===== src/rtl/io_dec_pkg.sv =====
package io_dec_pkg;

  typedef enum logic [1:0] {
    RSP_REPLY  = 2'd0,
    RSP_REJECT = 2'd1,
    RSP_INTREJ = 2'd2
  } rsp_e;

  typedef struct packed {
    logic       present;
    logic       prot_cap;
    logic       prot_marked;
    logic       direct_only;
    logic [6:0] rd_mask;
  } eq_cfg_t;

  // Fixed layout of the addressing word; neighbours decode these fields.
  localparam int ADDR_W   = 16;
  localparam int CHAN_LSB = 11;
  localparam int CHAN_W   = 5;
  localparam int EQ_LSB   = 7;
  localparam int EQ_W     = 4;
  localparam int STA_LSB  = 4;
  localparam int STA_W    = 3;
  localparam int CMD_W    = 7;
  localparam int NUM_EQ   = 1 << EQ_W;

endpackage


===== src/rtl/io_cfg_table.sv =====
module io_cfg_table
  import io_dec_pkg::*;
#(
  parameter int ENTRIES = 16,
  localparam int IDX_W = $clog2(ENTRIES)
) (
  input  logic             clk,
  input  logic             rst_n,
  input  logic             wr_en,
  input  logic [IDX_W-1:0] wr_idx,
  input  eq_cfg_t          wr_data,
  input  logic [IDX_W-1:0] rd_idx,
  output eq_cfg_t          rd_data
);

  eq_cfg_t tbl [ENTRIES];

  always_ff @(posedge clk) begin
    if (!rst_n) begin
      for (int i = 0; i < ENTRIES; i++) tbl[i] <= '0;
    end else if (wr_en) begin
      tbl[wr_idx] <= wr_data;
    end
  end

  assign rd_data = tbl[rd_idx];

endmodule


===== src/rtl/io_chan_decode.sv =====
module io_chan_decode #(
  parameter int CODE_W         = 5,
  parameter int NUM_CHAN       = 3,
  parameter int CODES_PER_CHAN = 4
) (
  input  logic [CODE_W-1:0]   code,
  output logic [NUM_CHAN-1:0] hit,
  output logic                known
);

  for (genvar c = 0; c < NUM_CHAN; c++) begin : g_chan
    localparam int LO = c * CODES_PER_CHAN + 1;
    localparam int HI = (c + 1) * CODES_PER_CHAN;
    assign hit[c] = (int'(code) >= LO) && (int'(code) <= HI);
  end

  assign known = |hit;

endmodule


===== src/rtl/io_station_decode.sv =====
module io_station_decode #(
  parameter int STA_W   = 3,
  parameter int NUM_STA = 3
) (
  input  logic [STA_W-1:0]   code,
  output logic [NUM_STA-1:0] hit,
  output logic               known
);

  // Station s answers only to the code with bit s alone set.
  for (genvar s = 0; s < NUM_STA; s++) begin : g_sta
    localparam logic [STA_W-1:0] MATCH = STA_W'(1) << s;
    assign hit[s] = (code == MATCH);
  end

  assign known = |hit;

endmodule


===== src/rtl/io_addr_decoder.sv =====
module io_addr_decoder
  import io_dec_pkg::*;
#(
  parameter int NUM_CHAN       = 3,
  parameter int CODES_PER_CHAN = 4,
  parameter int NUM_STA        = 3,
  parameter int SHARED_EQ      = 1,
  localparam int SEL_W         = NUM_EQ + NUM_STA + NUM_CHAN
) (
  input  logic             clk,
  input  logic             rst_n,
  input  logic             req_valid,
  input  logic [15:0]      req_addr,
  input  logic             req_is_out,
  input  logic             req_priv,
  input  logic             prot_mode,
  input  logic             cfg_we,
  input  logic [3:0]       cfg_idx,
  input  logic             cfg_present,
  input  logic             cfg_prot_cap,
  input  logic             cfg_prot_marked,
  input  logic             cfg_direct_only,
  input  logic [6:0]       cfg_rd_mask,
  output logic             rsp_valid,
  output logic [1:0]       rsp_status,
  output logic [SEL_W-1:0] rsp_sel
);

  localparam int STA_BASE  = NUM_EQ;
  localparam int CHAN_BASE = NUM_EQ + NUM_STA;

  logic [CHAN_W-1:0] f_chan;
  logic [EQ_W-1:0]   f_eq;
  logic [STA_W-1:0]  f_sta;
  logic [CMD_W-1:0]  f_cmd;

  assign f_chan = req_addr[CHAN_LSB +: CHAN_W];
  assign f_eq   = req_addr[EQ_LSB +: EQ_W];
  assign f_sta  = req_addr[STA_LSB +: STA_W];
  assign f_cmd  = req_addr[CMD_W-1:0];

  eq_cfg_t wr_cfg, eq_cfg;
  assign wr_cfg = '{present: cfg_present, prot_cap: cfg_prot_cap,
                    prot_marked: cfg_prot_marked, direct_only: cfg_direct_only,
                    rd_mask: cfg_rd_mask};

  io_cfg_table #(.ENTRIES(NUM_EQ)) u_tbl (
    .clk     (clk),
    .rst_n   (rst_n),
    .wr_en   (cfg_we),
    .wr_idx  (cfg_idx),
    .wr_data (wr_cfg),
    .rd_idx  (f_eq),
    .rd_data (eq_cfg)
  );

  logic [NUM_CHAN-1:0] chan_hit;
  logic                chan_ok;
  io_chan_decode #(
    .CODE_W(CHAN_W), .NUM_CHAN(NUM_CHAN), .CODES_PER_CHAN(CODES_PER_CHAN)
  ) u_chan (
    .code  (f_chan),
    .hit   (chan_hit),
    .known (chan_ok)
  );

  logic [NUM_STA-1:0] sta_hit;
  logic               sta_ok;
  io_station_decode #(.STA_W(STA_W), .NUM_STA(NUM_STA)) u_sta (
    .code  (f_sta),
    .hit   (sta_hit),
    .known (sta_ok)
  );

  logic is_shared, present, status_read, prot_block;
  assign is_shared   = (int'(f_eq) == SHARED_EQ);
  assign present     = is_shared || eq_cfg.present;
  assign status_read = !req_is_out && ((f_cmd & eq_cfg.rd_mask) == CMD_W'(1));
  assign prot_block  = prot_mode && !req_priv && eq_cfg.prot_cap &&
                       !eq_cfg.prot_marked && !status_read;

  rsp_e             nxt_status;
  logic [SEL_W-1:0] nxt_sel;

  always_comb begin
    nxt_status = RSP_INTREJ;
    nxt_sel    = '0;
    if (is_shared && !sta_ok) begin
      nxt_status = RSP_INTREJ;
    end else if (f_chan != '0) begin
      if (present && eq_cfg.direct_only) begin
        nxt_status = RSP_INTREJ;
      end else if (chan_ok) begin
        nxt_status = RSP_REPLY;
        nxt_sel[CHAN_BASE +: NUM_CHAN] = chan_hit;
      end
    end else if (!present) begin
      nxt_status = RSP_INTREJ;
    end else if (prot_block) begin
      nxt_status = RSP_REJECT;
    end else begin
      nxt_status = RSP_REPLY;
      if (is_shared) nxt_sel[STA_BASE +: NUM_STA] = sta_hit;
      else           nxt_sel[f_eq] = 1'b1;
    end
  end

  always_ff @(posedge clk) begin
    if (!rst_n) begin
      rsp_valid  <= 1'b0;
      rsp_status <= '0;
      rsp_sel    <= '0;
    end else begin
      rsp_valid <= req_valid;
      if (req_valid) begin
        rsp_status <= nxt_status;
        rsp_sel    <= nxt_sel;
      end
    end
  end

endmodule


===== config.mk =====
export PLATFORM = sky130hd
export DESIGN_NAME = io_addr_decoder
export DESIGN_NICKNAME = d
export VERILOG_FILES = /design/src/rtl/io_dec_pkg.sv /design/src/rtl/io_cfg_table.sv /design/src/rtl/io_chan_decode.sv /design/src/rtl/io_station_decode.sv /design/src/rtl/io_addr_decoder.sv
export SDC_FILE = /design/constraint.sdc
export NUM_CORES = 1
export LEC_CHECK = 0
export BUFFER_PORTS_ARGS = -buffer_cell sky130_fd_sc_hd__buf_2
export CAP_MARGIN = 20
export CELL_PAD_IN_SITES_DETAIL_PLACEMENT = 0
export CELL_PAD_IN_SITES_GLOBAL_PLACEMENT = 1
export CORE_AREA = 2 2 134 136
export CTS_CLUSTER_DIAMETER = 30
export DETAILED_ROUTE_END_ITERATION = 7
export DIE_AREA = 0 0 136 138
export PLACE_DENSITY = 0.9
export SETUP_SLACK_MARGIN = 0.05
export SLEW_MARGIN = 5
export SYNTH_ARGS = -nofsm -noshare
export SYNTH_HDL_FRONTEND = slang
export SYNTH_SLANG_ARGS = --single-unit
export TNS_END_PERCENT = 30

===== constraint.sdc =====
create_clock -name clk -period 5.9 [get_ports clk]
set_input_delay 1.18 -clock clk [delete_from_list [all_inputs] [get_ports clk]]
set_output_delay 1.18 -clock clk [all_outputs]
set_load 0.01 [all_outputs]

==> flow_summary.json <==
{
  "fillers": 1401,
  "area_delta_synth_final_pct": 11.1,
  "grt_use_total": 0.242,
  "syn_area_mm2": 0.00921,
  "arrival_ps": 4100,
  "rows": 49,
  "cts_buffer_depth": 2,
  "synth_top_area_share": 0.570,
  "final_antenna_net_count": 0,
  "synth_top_area_cell": "edfxtp_1",
  "outcome": "finished, final reports clean",
  "final_common_cell": "and2_1",
  "final_cell_mix": "and2_1 (179), edfxtp_1 (175), buf_2 (60)",
  "timing.final.crit_period_ps": 3820,
  "drive_gt1_frac": 0.193,
  "cts_sinks": 199,
  "peakVddDrop_mv": 0.221,
  "ys_seq_elements": 199,
  "syn_inst": 699,
  "fin_nets": 781,
  "crit_type": "input port to register",
  "slew_headroom": 0.388,
  "hp-class": "register to register",
  "gp_congestion": 0.839,
  "power_density_mw_per_mm2": 292,
  "crit_chain": "buf_4 > buf_4 > mux4_2 > nand2_1 > nand2_1 > a21oi_1 > a2111oi_2 > a21oi_2 > o21ai_0",
  "clk_pin_slew_ps": 70,
  "crit_fanout": 40,
  "routedWlPerCell_um": 22.1,
  "crit_family": "buffers and inverters",
  "grt_max_degree": 41,
  "die-area_mm2": 0.0188,
  "synth_cell_types": 54,
  "async_reset_ff_frac": 0,
  "antenna_found_initial": 0,
  "period_share": 0.647,
  "synth_flop_cell": "edfxtp_1",
  "avgSynthCellArea_um2": 13.2,
  "finalNonFillerCells": 985,
  "fmax_ghz": 0.262,
  "finalSetupTns_ps": 0,
  "grt_pass1_vias": 5832,
  "timing.final.ws_setup_ps": 2080,
  "wl_um": 21800,
  "p_leak_uw": 0.00375,
  "synth_area_leaders": "edfxtp_1 (57%), and2_1 (12%), mux4_2 (6.6%)",
  "core_mm2": 0.0175,
  "htree_levels": 4,
  "port_buffers": 61,
  "cts.repair.resized": 0,
  "startpoint_type": "input port",
  "dr.pass1.iters": 5,
  "worst-path-buf-inv": 2,
  "clockRootBuffer": "clkbuf_16",
  "via_per_inst": 5.89,
  "hold_viol": 0,
  "grt_overflow_total": 0,
  "dp.cells": 953,
  "vias": 5797,
  "cts_tree": "done",
  "die_w_um": 136,
  "cap_violations": 0,
  "n_antenna_cell": 0,
  "critPathMaxStageDelay_ps": 590,
  "cts_buffers": 17,
  "grt_setup_unrepaired": "false",
  "setup_viol": 0,
  "grt_pass1_wl_um": 33000,
  "cp-end-kind": "register",
  "holdBufCountCts": 0,
  "worst_pin_slew_ps": 915,
  "drtIter0Drc": 584,
  "ys_seq_area_frac": 0.623,
  "pre_cts_slack_ps": 1640,
  "synth-edff-count": 175,
  "post-dp-hpwl_um": 14200,
  "synthesis.nets": 737,
  "clock_skew_ps": 8.36,
  "io_pins": 63,
  "drc": 0,
  "maxSlewViolCount": 0,
  "start_util": 0.525,
  "yosys_warnings": 0,
  "cts_setup_buffers": 0,
  "crit_required_ps": 6190,
  "slowest_stage": "buf_4",
  "clkLatencyLatePin_ps": 440,
  "die_h_um": 138
}
[logic make-up (layout without fill, tap and decap cells)]
logic type / count (synthesis) / in the layout / share of synthesized area
DFF: 199 / 199 / 0.623
AOI/OAI and AO/OA: 71 / 71 / 0.0528
other: 1 / 1 / 0.000407
buffers and inverters: 66 / 123 / 0.0350
and+or+nand+nor: 305 / 305 / 0.190
muxes: 55 / 55 / 0.0968
xor gates and xnor gates: 2 / 2 / 0.00190
[worst paths after layout]
path                                   from                       end  slack (ps)  cells past startpoint
max                             req_addr[7]  rsp_sel[10]$_SDFFE_PN0P_        2080                      9
min                rsp_sel[18]$_SDFFE_PN0P_  rsp_sel[18]$_SDFFE_PN0P_         450                      2
max reg2reg  u_tbl.tbl[11][4]$_SDFFCE_PN0P_  rsp_sel[16]$_SDFFE_PN0P_        3280                      7
min reg2reg        rsp_sel[18]$_SDFFE_PN0P_  rsp_sel[18]$_SDFFE_PN0P_         450                      2
[sequential cells by signal (all words and copies together), names as in the netlist]
register	cells
rsp_sel	21
u_tbl.tbl	175
rsp_valid	1
rsp_status	2
[worst reg2reg max path: cells and delay by family, from the launching register on]
| kind | cells | cell delay [ps] |
|---|---|---|
| AO/OA/AOI/OAI | 5 | 1380 |
| flip-flops | 1 | 370 |
| multiplexers | 2 | 780 |
[synthesized netlist by cell type, types with 5 or more instances]
cell type,count
a22oi_1,7
nand2b_1,11
o21ai_0,26
nand4b_1,5
nand4_1,11
nand3_1,9
edfxtp_1,175
nor3_1,5
and2_1,179
mux2i_1,25
clkbuf_1,41
mux4_2,27
nand2_1,49
inv_1,12
nor2b_1,6
nor2_1,20
dfxtp_1,24
o32ai_1,6
[metrics by stage]
stage | area [um2] | power, uW | util | hold WS (ps)
6_report | 10200 | 2980 | 0.584 | 453
5_1_grt | 10200 | 3070 | 0.584 | 481
4_1_cts | 10200 | 2990 | 0.584 | 457
3_5_place_dp | 9660 | 1880 | 0.551 | 440
3_3_place_gp | 9660 | 1870 | 0.551 | 433
2_1_floorplan | 9210 | 1800 | - | 470
[routing by layer]
layer / vias up / GRT usage / routed length (um)
met3: 51 / 0.0535 / 1760
met2: 261 / 0.391 / 10800
met4: 0 / 0.0965 / 688
met5: - / 0 / 0
met1: 2867 / 0.319 / 8570
li1: 2618 / - / -
[final cells by class]
cell class                 count  area [um2]  share of cell area
timing repair buffer          79         443              0.0433
tap                          229         287              0.0280
clock inverter                15         148              0.0144
multi-input combinational    434        3150               0.308
clock buffer                  17         425              0.0416
sequential                   199        5740               0.560
inverter                      12        45.0             0.00440
[where the power goes]
group | leakage [uW] | internal (uW) | switching [uW]
Sequential | 0.00186 | 1600 | 20.6
Combinational | 0.00161 | 86.8 | 148
Clock | 0.000273 | 593 | 536
Total | 0.00375 | 2280 | 704
Note: power is estimated with default switching activity, not from simulation.
